File: config.mk
export PLATFORM = sky130hd
export DESIGN_NAME = ctx_snap_packer
export DESIGN_NICKNAME = d
export VERILOG_FILES = /design/src/rtl/ctx_snap_pkg.sv /design/src/rtl/ctx_step_ctr.sv /design/src/rtl/ctx_addr_bank.sv /design/src/rtl/ctx_snap_fsm.sv /design/src/rtl/ctx_snap_packer.sv
export SDC_FILE = /design/constraint.sdc
export NUM_CORES = 1
export LEC_CHECK = 0
export BUFFER_PORTS_ARGS = -buffer_cell sky130_fd_sc_hd__buf_2
export CAP_MARGIN = 20
export CORE_ASPECT_RATIO = 1.4
export CORE_MARGIN = 1
export CORE_UTILIZATION = 37
export DETAILED_ROUTE_END_ITERATION = 10
export GPL_ROUTABILITY_DRIVEN = 0
export HOLD_SLACK_MARGIN = 0.05
export SYNTH_ARGS = -nofsm -noshare
export SYNTH_HDL_FRONTEND = slang
export SYNTH_SLANG_ARGS = --single-unit
export TNS_END_PERCENT = 100
File: constraint.sdc
create_clock -name clk -period 5.5 [get_ports clk]
set_input_delay 0 -clock clk [delete_from_list [all_inputs] [get_ports clk]]
set_output_delay 0 -clock clk [all_outputs]
set_load 0.05 [all_outputs]
File: src/rtl/ctx_snap_pkg.sv
package ctx_snap_pkg;
    localparam int WORD_W      = 32;
    localparam int FRAME_WORDS = 41;
    localparam int WIDX_W      = $clog2(FRAME_WORDS);

    typedef logic [WORD_W-1:0] word_t;

    typedef enum logic [3:0] {
        PH_IDLE,
        PH_HDR_CNT,
        PH_HDR_ADDR,
        PH_OPT,
        PH_CAP,
        PH_RD_CMD,
        PH_RD_ADDR,
        PH_DATA,
        PH_RCAP
    } phase_t;

    typedef struct packed {
        logic  valid;
        word_t data;
    } beat_t;

    function automatic int record_words(input int n);
        return 1 + n + FRAME_WORDS * n;
    endfunction
endpackage

File: src/rtl/ctx_step_ctr.sv
module ctx_step_ctr #(
    parameter int W = 4
) (
    input  logic         clk,
    input  logic         rst,
    input  logic         clr,
    input  logic         inc,
    output logic [W-1:0] q
);
    always_ff @(posedge clk) begin
        if (rst || clr) begin
            q <= '0;
        end else if (inc) begin
            q <= q + 1'b1;
        end
    end
endmodule

File: src/rtl/ctx_addr_bank.sv
module ctx_addr_bank
    import ctx_snap_pkg::*;
#(
    parameter int SLOTS = 4,
    parameter int IDX_W = 2
) (
    input  logic                    clk,
    input  logic                    rst,
    input  logic                    load,
    input  logic [SLOTS*WORD_W-1:0] list,
    input  logic [IDX_W-1:0]        idx,
    output word_t                   addr
);
    word_t slot [SLOTS];

    for (genvar i = 0; i < SLOTS; i++) begin : g_slot
        always_ff @(posedge clk) begin
            if (rst) begin
                slot[i] <= '0;
            end else if (load) begin
                slot[i] <= list[i*WORD_W +: WORD_W];
            end
        end
    end

    always_comb begin
        addr = '0;
        if (int'(idx) < SLOTS) begin
            addr = slot[idx];
        end
    end
endmodule

File: src/rtl/ctx_snap_fsm.sv
module ctx_snap_fsm
    import ctx_snap_pkg::*;
#(
    parameter int MAX_FRAMES = 4,
    parameter int CNT_W      = 3,
    parameter int IDX_W      = 2
) (
    input  logic              clk,
    input  logic              rst,
    input  logic              start,
    input  logic [CNT_W-1:0]  cnt_in,
    input  logic              cmd_ready,
    input  logic              rd_valid,
    input  logic              rec_ready,
    input  logic [IDX_W-1:0]  fidx,
    input  logic [WIDX_W-1:0] widx,
    output phase_t            phase,
    output logic [CNT_W-1:0]  cnt_q,
    output logic              on_last_frame,
    output logic              load,
    output logic              fidx_clr,
    output logic              fidx_inc,
    output logic              widx_clr,
    output logic              widx_inc,
    output logic              clk_en
);
    localparam logic [WIDX_W-1:0] LAST_W = WIDX_W'(FRAME_WORDS - 1);

    phase_t nxt;
    logic   cnt_ok;

    assign cnt_ok        = (cnt_in != '0) && (int'(cnt_in) <= MAX_FRAMES);
    assign on_last_frame = ((CNT_W'(fidx) + 1'b1) == cnt_q);

    always_comb begin
        nxt      = phase;
        load     = 1'b0;
        fidx_clr = 1'b0;
        fidx_inc = 1'b0;
        widx_clr = 1'b0;
        widx_inc = 1'b0;
        unique case (phase)
            PH_IDLE: if (start && cnt_ok) begin
                nxt      = PH_HDR_CNT;
                load     = 1'b1;
                fidx_clr = 1'b1;
                widx_clr = 1'b1;
            end
            PH_HDR_CNT: if (rec_ready) nxt = PH_HDR_ADDR;
            PH_HDR_ADDR: if (rec_ready) begin
                if (on_last_frame) begin
                    nxt      = PH_OPT;
                    fidx_clr = 1'b1;
                end else begin
                    fidx_inc = 1'b1;
                end
            end
            PH_OPT:    if (cmd_ready) nxt = PH_CAP;
            PH_CAP:    if (cmd_ready) nxt = PH_RD_CMD;
            PH_RD_CMD: if (cmd_ready) nxt = PH_RD_ADDR;
            PH_RD_ADDR: if (cmd_ready) begin
                nxt      = PH_DATA;
                widx_clr = 1'b1;
            end
            PH_DATA: if (rd_valid && rec_ready) begin
                if (widx == LAST_W) begin
                    widx_clr = 1'b1;
                    if (on_last_frame) begin
                        nxt = PH_RCAP;
                    end else begin
                        fidx_inc = 1'b1;
                        nxt      = PH_RD_CMD;
                    end
                end else begin
                    widx_inc = 1'b1;
                end
            end
            PH_RCAP: if (cmd_ready) nxt = PH_IDLE;
            default: nxt = PH_IDLE;
        endcase
    end

    always_ff @(posedge clk) begin
        if (rst) begin
            phase  <= PH_IDLE;
            cnt_q  <= '0;
            clk_en <= 1'b1;
        end else begin
            phase <= nxt;
            if (load) begin
                cnt_q  <= cnt_in;
                clk_en <= 1'b0;
            end else if (phase == PH_RCAP && cmd_ready) begin
                clk_en <= 1'b1;
            end
        end
    end


    frame_len_chk: assert property (@(posedge clk) disable iff (rst)
        (phase == PH_DATA) |-> (widx <= LAST_W));
endmodule

File: src/rtl/ctx_snap_packer.sv
module ctx_snap_packer
    import ctx_snap_pkg::*;
#(
    parameter int          MAX_FRAMES = 4,
    parameter logic [31:0] OPT_WORD   = 32'h3001_2001,
    parameter logic [31:0] CAP_WORD   = 32'h0000_000C,
    parameter logic [31:0] RDCMD_WORD = 32'h2800_6000,
    parameter logic [31:0] RCAP_WORD  = 32'h0000_0006,
    localparam int CNT_W = $clog2(MAX_FRAMES + 1),
    localparam int IDX_W = (MAX_FRAMES > 1) ? $clog2(MAX_FRAMES) : 1
) (
    input  logic                       clk,
    input  logic                       rst,
    input  logic                       start,
    input  logic [CNT_W-1:0]           frame_cnt,
    input  logic [MAX_FRAMES*32-1:0]   frame_addrs,
    output logic                       busy,
    output logic                       region_clk_en,
    output logic                       cmd_valid,
    input  logic                       cmd_ready,
    output logic [31:0]                cmd_data,
    input  logic                       rd_valid,
    output logic                       rd_ready,
    input  logic [31:0]                rd_data,
    output logic                       rec_valid,
    input  logic                       rec_ready,
    output logic [31:0]                rec_data,
    output logic                       rec_last
);
    localparam logic [WIDX_W-1:0] LAST_W = WIDX_W'(FRAME_WORDS - 1);

    phase_t            phase;
    logic [CNT_W-1:0]  cnt_q;
    logic              on_last_frame, load;
    logic              fidx_clr, fidx_inc, widx_clr, widx_inc;
    logic [IDX_W-1:0]  fidx;
    logic [WIDX_W-1:0] widx;
    word_t             cur_addr;
    beat_t             cmd_b, rec_b;

    ctx_snap_fsm #(.MAX_FRAMES(MAX_FRAMES), .CNT_W(CNT_W), .IDX_W(IDX_W)) fsm_i (
        .clk(clk), .rst(rst), .start(start), .cnt_in(frame_cnt),
        .cmd_ready(cmd_ready), .rd_valid(rd_valid), .rec_ready(rec_ready),
        .fidx(fidx), .widx(widx), .phase(phase), .cnt_q(cnt_q),
        .on_last_frame(on_last_frame), .load(load),
        .fidx_clr(fidx_clr), .fidx_inc(fidx_inc),
        .widx_clr(widx_clr), .widx_inc(widx_inc), .clk_en(region_clk_en)
    );

    ctx_step_ctr #(.W(IDX_W)) frame_ctr_i (
        .clk(clk), .rst(rst), .clr(fidx_clr), .inc(fidx_inc), .q(fidx)
    );

    ctx_step_ctr #(.W(WIDX_W)) word_ctr_i (
        .clk(clk), .rst(rst), .clr(widx_clr), .inc(widx_inc), .q(widx)
    );

    ctx_addr_bank #(.SLOTS(MAX_FRAMES), .IDX_W(IDX_W)) bank_i (
        .clk(clk), .rst(rst), .load(load), .list(frame_addrs),
        .idx(fidx), .addr(cur_addr)
    );

    always_comb begin
        cmd_b = '0;
        unique case (phase)
            PH_OPT:     cmd_b = '{valid: 1'b1, data: OPT_WORD};
            PH_CAP:     cmd_b = '{valid: 1'b1, data: CAP_WORD};
            PH_RD_CMD:  cmd_b = '{valid: 1'b1, data: RDCMD_WORD};
            PH_RD_ADDR: cmd_b = '{valid: 1'b1, data: cur_addr};
            PH_RCAP:    cmd_b = '{valid: 1'b1, data: RCAP_WORD};
            default:    cmd_b = '0;
        endcase
    end

    always_comb begin
        rec_b = '0;
        unique case (phase)
            PH_HDR_CNT:  rec_b = '{valid: 1'b1, data: WORD_W'(cnt_q)};
            PH_HDR_ADDR: rec_b = '{valid: 1'b1, data: cur_addr};
            PH_DATA:     rec_b = '{valid: rd_valid, data: rd_data};
            default:     rec_b = '0;
        endcase
    end

    assign cmd_valid = cmd_b.valid;
    assign cmd_data  = cmd_b.data;
    assign rec_valid = rec_b.valid;
    assign rec_data  = rec_b.data;
    assign rd_ready  = (phase == PH_DATA) && rec_ready;
    assign rec_last  = (phase == PH_DATA) && rd_valid && (widx == LAST_W) && on_last_frame;
    assign busy      = (phase != PH_IDLE);


    readback_clk_stopped_chk: assert property (@(posedge clk) disable iff (rst)
        rd_ready |-> !region_clk_en);


    cmd_hold_chk: assert property (@(posedge clk) disable iff (rst)
        (cmd_valid && !cmd_ready) |=> (cmd_valid && $stable(cmd_data)));


    hdr_hold_chk: assert property (@(posedge clk) disable iff (rst)
        (rec_valid && !rec_ready && phase != PH_DATA) |=> (rec_valid && $stable(rec_data)));


    clk_restore_chk: assert property (@(posedge clk) disable iff (rst)
        $rose(region_clk_en) |-> $past(cmd_valid && cmd_ready && phase == PH_RCAP));


    start_ignored_chk: assert property (@(posedge clk) disable iff (rst)
        (busy && phase != PH_RCAP) |=> busy);


    last_flag_chk: assert property (@(posedge clk) disable iff (rst)
        rec_last |-> (rec_valid && !cmd_valid));
endmodule

==> results of run 1 <==
[state kept, by name, indices dropped and copies added (netlist names), named ones only]
name	count
fsm_i.cnt_q	3
fsm_i.clk_en	1
fsm_i.phase	4
frame_ctr_i.q	2
bank_i.slot	128
word_ctr_i.q	6
[area by class of cell]
class,instances,area [um2]
flip-flops and latches,146,4210
fillers,1639,8710
repair buffers,379,2590
clock inverters,12,181
inverters,8,32.5
clock buffers,20,437
diodes,2,5.00
well taps,248,310
multi-input cells,349,2890
[routing by layer]
layer / vias to the layer above / part of all wire (%) / wire, um / GRT usage, %
li1: 2743 / - / - / -
met1: 2823 / 37 / 7560 / 21.2
met2: 197 / 54 / 11000 / 36.2
met3: 46 / 5.0 / 1020 / 4.38
met4: 0 / 3.4 / 697 / 10.1
met5: - / 0 / 0 / 0
[repair_timing]
item / CTS / global route
buffers inserted: 0 / 0
hold buffers: 134 / 0
endpoints found under the hold margin: 133 / 0
[final timing paths]
path | to | startpoint | slack (ns) | cells past startpoint
setup reg to reg | fsm_i.phase[1]$_SDFFE_PP0P_ | fsm_i.phase[1]$_SDFFE_PP0P_ | 2.62 | 6
hold / removal | register | rd_valid | 0.09 | 5
setup / recovery | rec_data[0] | fsm_i.phase[1]$_SDFFE_PP0P_ | 2.40 | 6
hold reg to reg | word_ctr_i.q[5]$_SDFFE_PP0P_ | word_ctr_i.q[5]$_SDFFE_PP0P_ | 0.52 | 2
[power groups by stage]
| stage | Combinational, W | Sequential (W) | Clock, W |
|---|---|---|---|
| 6_report | 0.000902 | 0.00149 | 0.00120 |
| 5_1_grt | 0.000964 | 0.00151 | 0.00127 |
| 4_1_cts | 0.000898 | 0.00149 | 0.00122 |
| 3_5_place_dp | 0.000818 | 0.00152 | 0 |
| 3_3_place_gp | 0.000802 | 0.00150 | 0 |
| 2_1_floorplan | 0.000635 | 0.00148 | 0 |
[placed cells by master (no fill, tap or decap), drive strengths merged, types with 2 or more instances in the layout]
master and instances:
nor3 11, inv 10, a21oi 18, edfxtp 128
clkbuf 20, ha 3, a211oi 4, and2 130
nand3 5, nor2 30, or3 3, clkinv 2
and3 24, a222oi 3, bufinv 4, o211ai 2
mux2i 3, clkinvlp 4, dlygate4sd3 134, o21ai 5
mux4 32, nand2b 6, a31oi 2, dfxtp 18
nor2b 2, a22o 32, diode 2, or2b 2
nand2 6, xnor2 2, o21bai 2, buf 245
nand4 4, xor2 6
[cell usage after synthesis, types with 2 or more instances]
library cell,n,share of area (%)
ha_1,3,0.51
a31oi_1,2,0.17
a211oi_1,2,0.20
and3_1,24,2.0
nor2_1,28,1.4
o21bai_1,2,0.20
clkbuf_1,15,0.76
o21ai_2,2,0.24
or3_4,2,0.31
edfxtp_1,128,52
nand2b_1,6,0.51
buf_2,6,0.41
o21ai_0,2,0.14
clkbuf_8,3,0.56
xor2_1,6,0.71
or2b_2,2,0.24
buf_4,2,0.20
mux4_2,32,9.8
a21oi_1,17,1.2
a222oi_1,3,0.41
nand3_1,5,0.34
clkbuf_2,9,0.61
a22o_1,31,3.7
nor3_1,8,0.54
buf_6,6,0.92
and2_1,129,11
mux2i_1,3,0.41
xnor2_1,2,0.24
nor2b_1,2,0.17
nand2_1,6,0.31
inv_1,7,0.36
dfxtp_1,18,4.9
nor2_4,2,0.31
a211oi_2,2,0.34
nor3_4,3,0.66
nand4_1,2,0.17
[logic make-up after synthesis]
group	after synthesis	share of synthesized area (%)
AND/OR/NAND/NOR	230	19.5
flip-flops	146	57.0
AO/OA/AOI/OAI	73	8.00
buffers and inverters	50	3.92
multiplexers	35	10.2
XOR/XNOR	8	0.950
adder cells (fa/ha/maj)	3	0.509
[stage by stage]
step / utilization, % / instances / power, W / setup slack, ns
after floorplan: - / 545 / 0.00211 / 2.64
after global placement: 44.8 / 995 / 0.00230 / 2.80
after detailed placement: 44.8 / 995 / 0.00233 / 2.67
after CTS: 54.9 / 1161 / 0.00362 / 2.40
after global routing: 55.0 / 1162 / 0.00374 / 2.19
final: 55.0 / 1164 / 0.00359 / 2.40
[worst min-delay path: stages]
cell and delay [ns]:
buf_2 0.13, nand4_2 0.09, a21oi_2 0.07, nand2b_1 0.09, a21oi_1 0.06
==> summary.md, run 1 <==
| Metric | Value |
|---|---|
| Comb pwr share | `25.1%` |
| Vias | `between 5000 and 6000` |
| Placed Area | `8680 um2` |
| Sequential area share after synthesis | `a little under three fifths` |
| Synth Register Bits | `146` |
| Ys flop type | `edfxtp_1` |
| Clk network pwr share | `33.3%` |
| Antenna violations before repair | `1` |
| Critical Path Fanout Max | `18` |
| Worst Hold Class | `primary input to register` |
| Ys Warns | `0` |
| Remaining antenna violation count | `0` |
| Total wire length | `20300 um` |
| Buffers on Ports | `approximately 240` |
| Nets | `1073` |
| Max_cap viols | `0` |
| Initial DRT Pass Iterations | `6` |
| Post-DR wirelength/cell | `17.4 um` |
| Fin Clk Skew | `0.00820 ns` |
| Switching pwr | `around 0.0011 W` |
| Vias/cell | `4.99` |
| CP cell instances | `nand2b_1 > nor3_4 > buf_4 > a222oi_1 > inv_1 > buf_2` |
| Min Clock Period, post-route | `3.10 ns` |
| Initial DRC count | `417` |
| Placed wire-length estimate | `~13000 um` |
| Ports | `~240` |
| WS Path Type | `register to output pin` |
| Slew @ Worst Pin | `approximately 0.99 ns` |
| Top delay family on crit path | `simple AND/OR/NAND/NOR gates` |
| Distinct cells, synth | `59` |
| Slew headroom | `34.2%` |
| Synth Instances | `545` |
| Area Growth Syn to Fin | `44.4%` |
| First-pass GRT wire length | `30300 um` |
| Cts bufs inserted | `17` |
| Largest stage delay on the critical path | `0.74 ns` |
| Post-route clock period utilization | `56.4%` |
| Total track usage | `19.9%` |
| RSZ-0062 raised after global routing | `false` |
| Mean Syn Cell Area | `13.5 um2` |
| Die H | `169 um` |
| Die area | `slightly above 20000 um2` |
| Layout cells sized above 1 | `approximately 37%` |
| Result of the run | `finished, final reports clean` |
| Asr flop ratio synth | `0%` |
| Pwr dens | `between 300 and 400 nW/um2` |
| Hold Slack | `0.0880 ns` |
| Initial Util | `a little under two fifths` |
| CTS tree | `done` |
| Syn_nets | `717` |
| CP Capture Type | `output pin` |
| Number of global-route vias before repair | `6017` |
| Skew-Pair Late Insertion Delay | `0.41 ns` |
| Crit path required time | `roughly 5.5 ns` |
| Post-route setup TNS | `0 ns` |
| Clk pin slew, worst setup/hold paths | `0.06 ns` |
| Internal power | `0.00253 W` |
| Root buffer cell | `clkbuf_16` |
| EDFF count, synth | `128` |
| Std-Cell Rows | `60` |
| Clock sink total | `around 150` |
| Hold Violations, Final | `0` |
| DRC | `0` |
| Clock buffer depth | `2` |
| Gr ovfl total | `0` |
| Max frequency | `322 MHz` |
| Die width | `121 um` |
| CP arrival | `3.10 ns` |
| Reg power frac | `41.6%` |
| Buffers and inverters on the worst path | `3` |
| Peak VDD IR | `169 uV` |
| Post_cts resized | `0` |
| Sw Ratio | `29.6%` |
| Largest net degree at the start of global routing | `132` |
| Final Instance Area | `10700 um2` |
| Synth Cell Area | `7380 um2` |
| Setup violations, final | `0` |
| P_leak | `4.58 nW` |
| Worst setup SP type | `register` |
| H-Tree Depth | `4` |
| Slowest-stage cell, CP | `nor3_4` |
| Core area | `19400 um2` |
| Slew Viols, Final | `0` |
(Power assumes the default switching activity.)
==> run 2: changes to the inputs <==
==> constraint.sdc (replaced) <==
create_clock -name clk -period 2.7 [get_ports clk]
set_input_delay 0 -clock clk [delete_from_list [all_inputs] [get_ports clk]]
set_output_delay 0 -clock clk [all_outputs]
set_load 0.05 [all_outputs]
==> summary.md, run 2 (synthesis gave the netlist of run 1 again) <==
| Metric | Value |
|---|---|
| Die width | `121 um` |
| Switching pwr | `0.00222 W` |
| Post-route setup TNS | `0 ns` |
| Commonest non-fill, non-tap cell in the layout | `buf_2` |
| Slew @ Worst Pin | `0.765 ns` |
| Skew-Pair Late Insertion Delay | `0.42 ns` |
| Slew Viols, Final | `0` |
| Top delay family on crit path | `flip-flops` |
| Tot Pwr | `0.00733 W` |
| Post_cts resized | `0` |
| Worst r2r src | `fsm_i.phase[0]$_SDFFE_PP0P_` |
| Buffers on Ports | `238` |
| Fin Clk Skew | `about 0.012 ns` |
| Reg power frac | `41.3%` |
| Post-route setup slack | `0.152 ns` |
| Area Growth Syn to Fin | `45.9%` |
| Remaining antenna violation count | `0` |
| H-Tree Depth | `4` |
| Comb pwr share | `approximately a quarter` |
| CP cell instances | `and4b_2 > buf_4 > a22o_1 > buf_2` |
| Final Instance Area | `10800 um2` |
| Layout cells sized above 1 | `38.0%` |
| Layout Cells excl Fill | `1174` |
| Die area | `roughly 21000 um2` |
| Worst setup SP type | `register` |
| Setup violations, final | `0` |
| Min Clock Period, post-route | `2.55 ns` |
| Hold Violations, Final | `0` |
| Initial DRT Pass Iterations | `6` |
| Placed Area | `~8800 um2` |
| Total track usage | `about 20%` |
| Post-route clock period utilization | `between 90% and 100%` |
| Max frequency | `slightly below 400 MHz` |
| Cells after DPL | `1005` |
| Worst Hold Class | `primary input to register` |
| R2r setup slk | `0.47 ns` |
| Result of the run | `finished, final reports clean` |
| Clock buffer depth | `2` |
| Ports | `about 240` |
| Largest stage delay on the critical path | `0.81 ns` |
| Die H | `169 um` |
| Vias/cell | `4.95` |
| Hold Path Depth | `4` |
| Pre-CTS WS | `roughly 0.45 ns` |
| Vias | `5813` |
| Internal power | `0.00511 W` |
| Sw Ratio | `30.3%` |
| Antenna violations before repair | `0` |
| CP arrival | `between 2 and 3 ns` |
| P_leak | `about 4.7 nW` |
| Most frequent cells in the layout | `buf_2, dlygate4sd3_1, and2_1` |
| Core area | `19400 um2` |
| Top reg by flops | `bank_i.slot` |
| Biggest regs | `bank_i.slot (128), word_ctr_i.q (6), fsm_i.phase (4)` |
| N_diodes | `0` |
| DRC | `0` |
| First-pass GRT wire length | `30900 um` |
| RSZ-0062 raised after global routing | `false` |
| Hold Crit Start | `rec_ready` |
| Cts bufs inserted | `17` |
| Peak VDD IR | `442 uV` |
| Max FFs per register | `128` |
| Std-Cell Rows | `60` |
| Nets | `between 1000 and 1500` |
| Critical Path Fanout Max | `22` |
| Gr ovfl total | `0` |
| Clk pin slew, worst setup/hold paths | `0.06 ns` |
| CTS tree | `done` |
| Clk network pwr share | `32.7%` |
| Root buffer cell | `clkbuf_16` |
| Fill cell count | `1649` |
| CP Capture Type | `output pin` |
| Slew headroom | `48.9%` |
| Critical path depth | `4` |
| R2R depth | `5` |
| Number of global-route vias before repair | `roughly 6000` |
| WS Path Type | `register to output pin` |
| Crit Reg-Reg Endpoint | `fsm_i.phase[1]$_SDFFE_PP0P_` |
| Largest net degree at the start of global routing | `88` |
| Initial DRC count | `380` |
| Pwr dens | `about 680 nW/um2` |
| Slowest-stage cell, CP | `dfxtp_1` |
| Max_cap viols | `0` |
| Post-DR wirelength/cell | `17.2 um` |
| Initial Util | `38.1%` |
| Buffers and inverters on the worst path | `2` |
| Total wire length | `a little over 20000 um` |
| Crit path required time | `2.70 ns` |
| Placed wire-length estimate | `14000 um` |
| Clock sink total | `146` |
## run 2: cell types whose count changed in the layout (fill, tap and decap cells not counted), sizes merged
cell      change
bufinv        -1
diode         -2
inv           +3
clkinvlp      -2
buf          +13
clkbuf        -3
clkinv        +2
## run 2: area by class of cell
class / count / area, um2 / area share, %
flip-flops and latches: 146 / 4210 / 39.1
well taps: 248 / 310 / 2.88
clock inverters: 14 / 176 / 1.64
inverters: 8 / 32.5 / 0.302
multi-input cells: 349 / 2890 / 26.9
clock buffers: 17 / 425 / 3.95
repair buffers: 392 / 2720 / 25.3
## run 2: power groups by stage
stage          clock (W)  combinational (W)  sequential [W]
6_report         0.00240            0.00190         0.00302
3_5_place_dp           0            0.00172         0.00308
5_1_grt          0.00254            0.00205         0.00307
4_1_cts          0.00245            0.00188         0.00303
3_3_place_gp           0            0.00170         0.00305
2_1_floorplan          0            0.00130         0.00300
## run 2: worst max-delay path by stage
stage / start / to / slack, ns
floorplan: fsm_i.phase[2]$_SDFFE_PP0P_ / word_ctr_i.q[0]$_SDFFE_PP0P_ / 0.45
global placement: fsm_i.phase[0]$_SDFFE_PP0P_ / rec_data[19] / 0.53
detailed placement: fsm_i.phase[0]$_SDFFE_PP0P_ / fsm_i.phase[1]$_SDFFE_PP0P_ / 0.45
CTS: fsm_i.phase[0]$_SDFFE_PP0P_ / rec_data[16] / 0.02
global route: fsm_i.phase[0]$_SDFFE_PP0P_ / rec_data[15] / 0.02
finish: fsm_i.phase[0]$_SDFFE_PP0P_ / rec_data[19] / 0.15
## run 2: per-layer routing
layer  vias up  track usage [%]  routed length (um)  part of all wire (%)
li1       2765                -                   -                     -
met1      2794             23.6                7870                    39
met2       204             35.7               10800                    53
met3        50             3.57                 868                   4.3
met4         0             9.39                 681                   3.4
met5         -                0                   0                     0
## run 2: metrics by stage
stage               hold slack [ns]  util, %
floorplan                     0.126        -
global placement              0.246     45.4
detailed placement            0.253     45.4
CTS                          0.0581     55.4
global route                  0.108     55.6
finish                       0.0777     55.6
## run 2: worst min-delay path, stage by stage
cell and delay [ns]:
buf_2 0.19, nand2_1 0.10, nor2_1 0.09, nor3_1 0.07
## run 2: what timing repair did
action | 4_1_cts | 5_1_grt
endpoints found under the hold margin | 133 | 0
setup endpoints to repair | 0 | 17
setup buffers | 0 | 4
hold buffers | 134 | 0
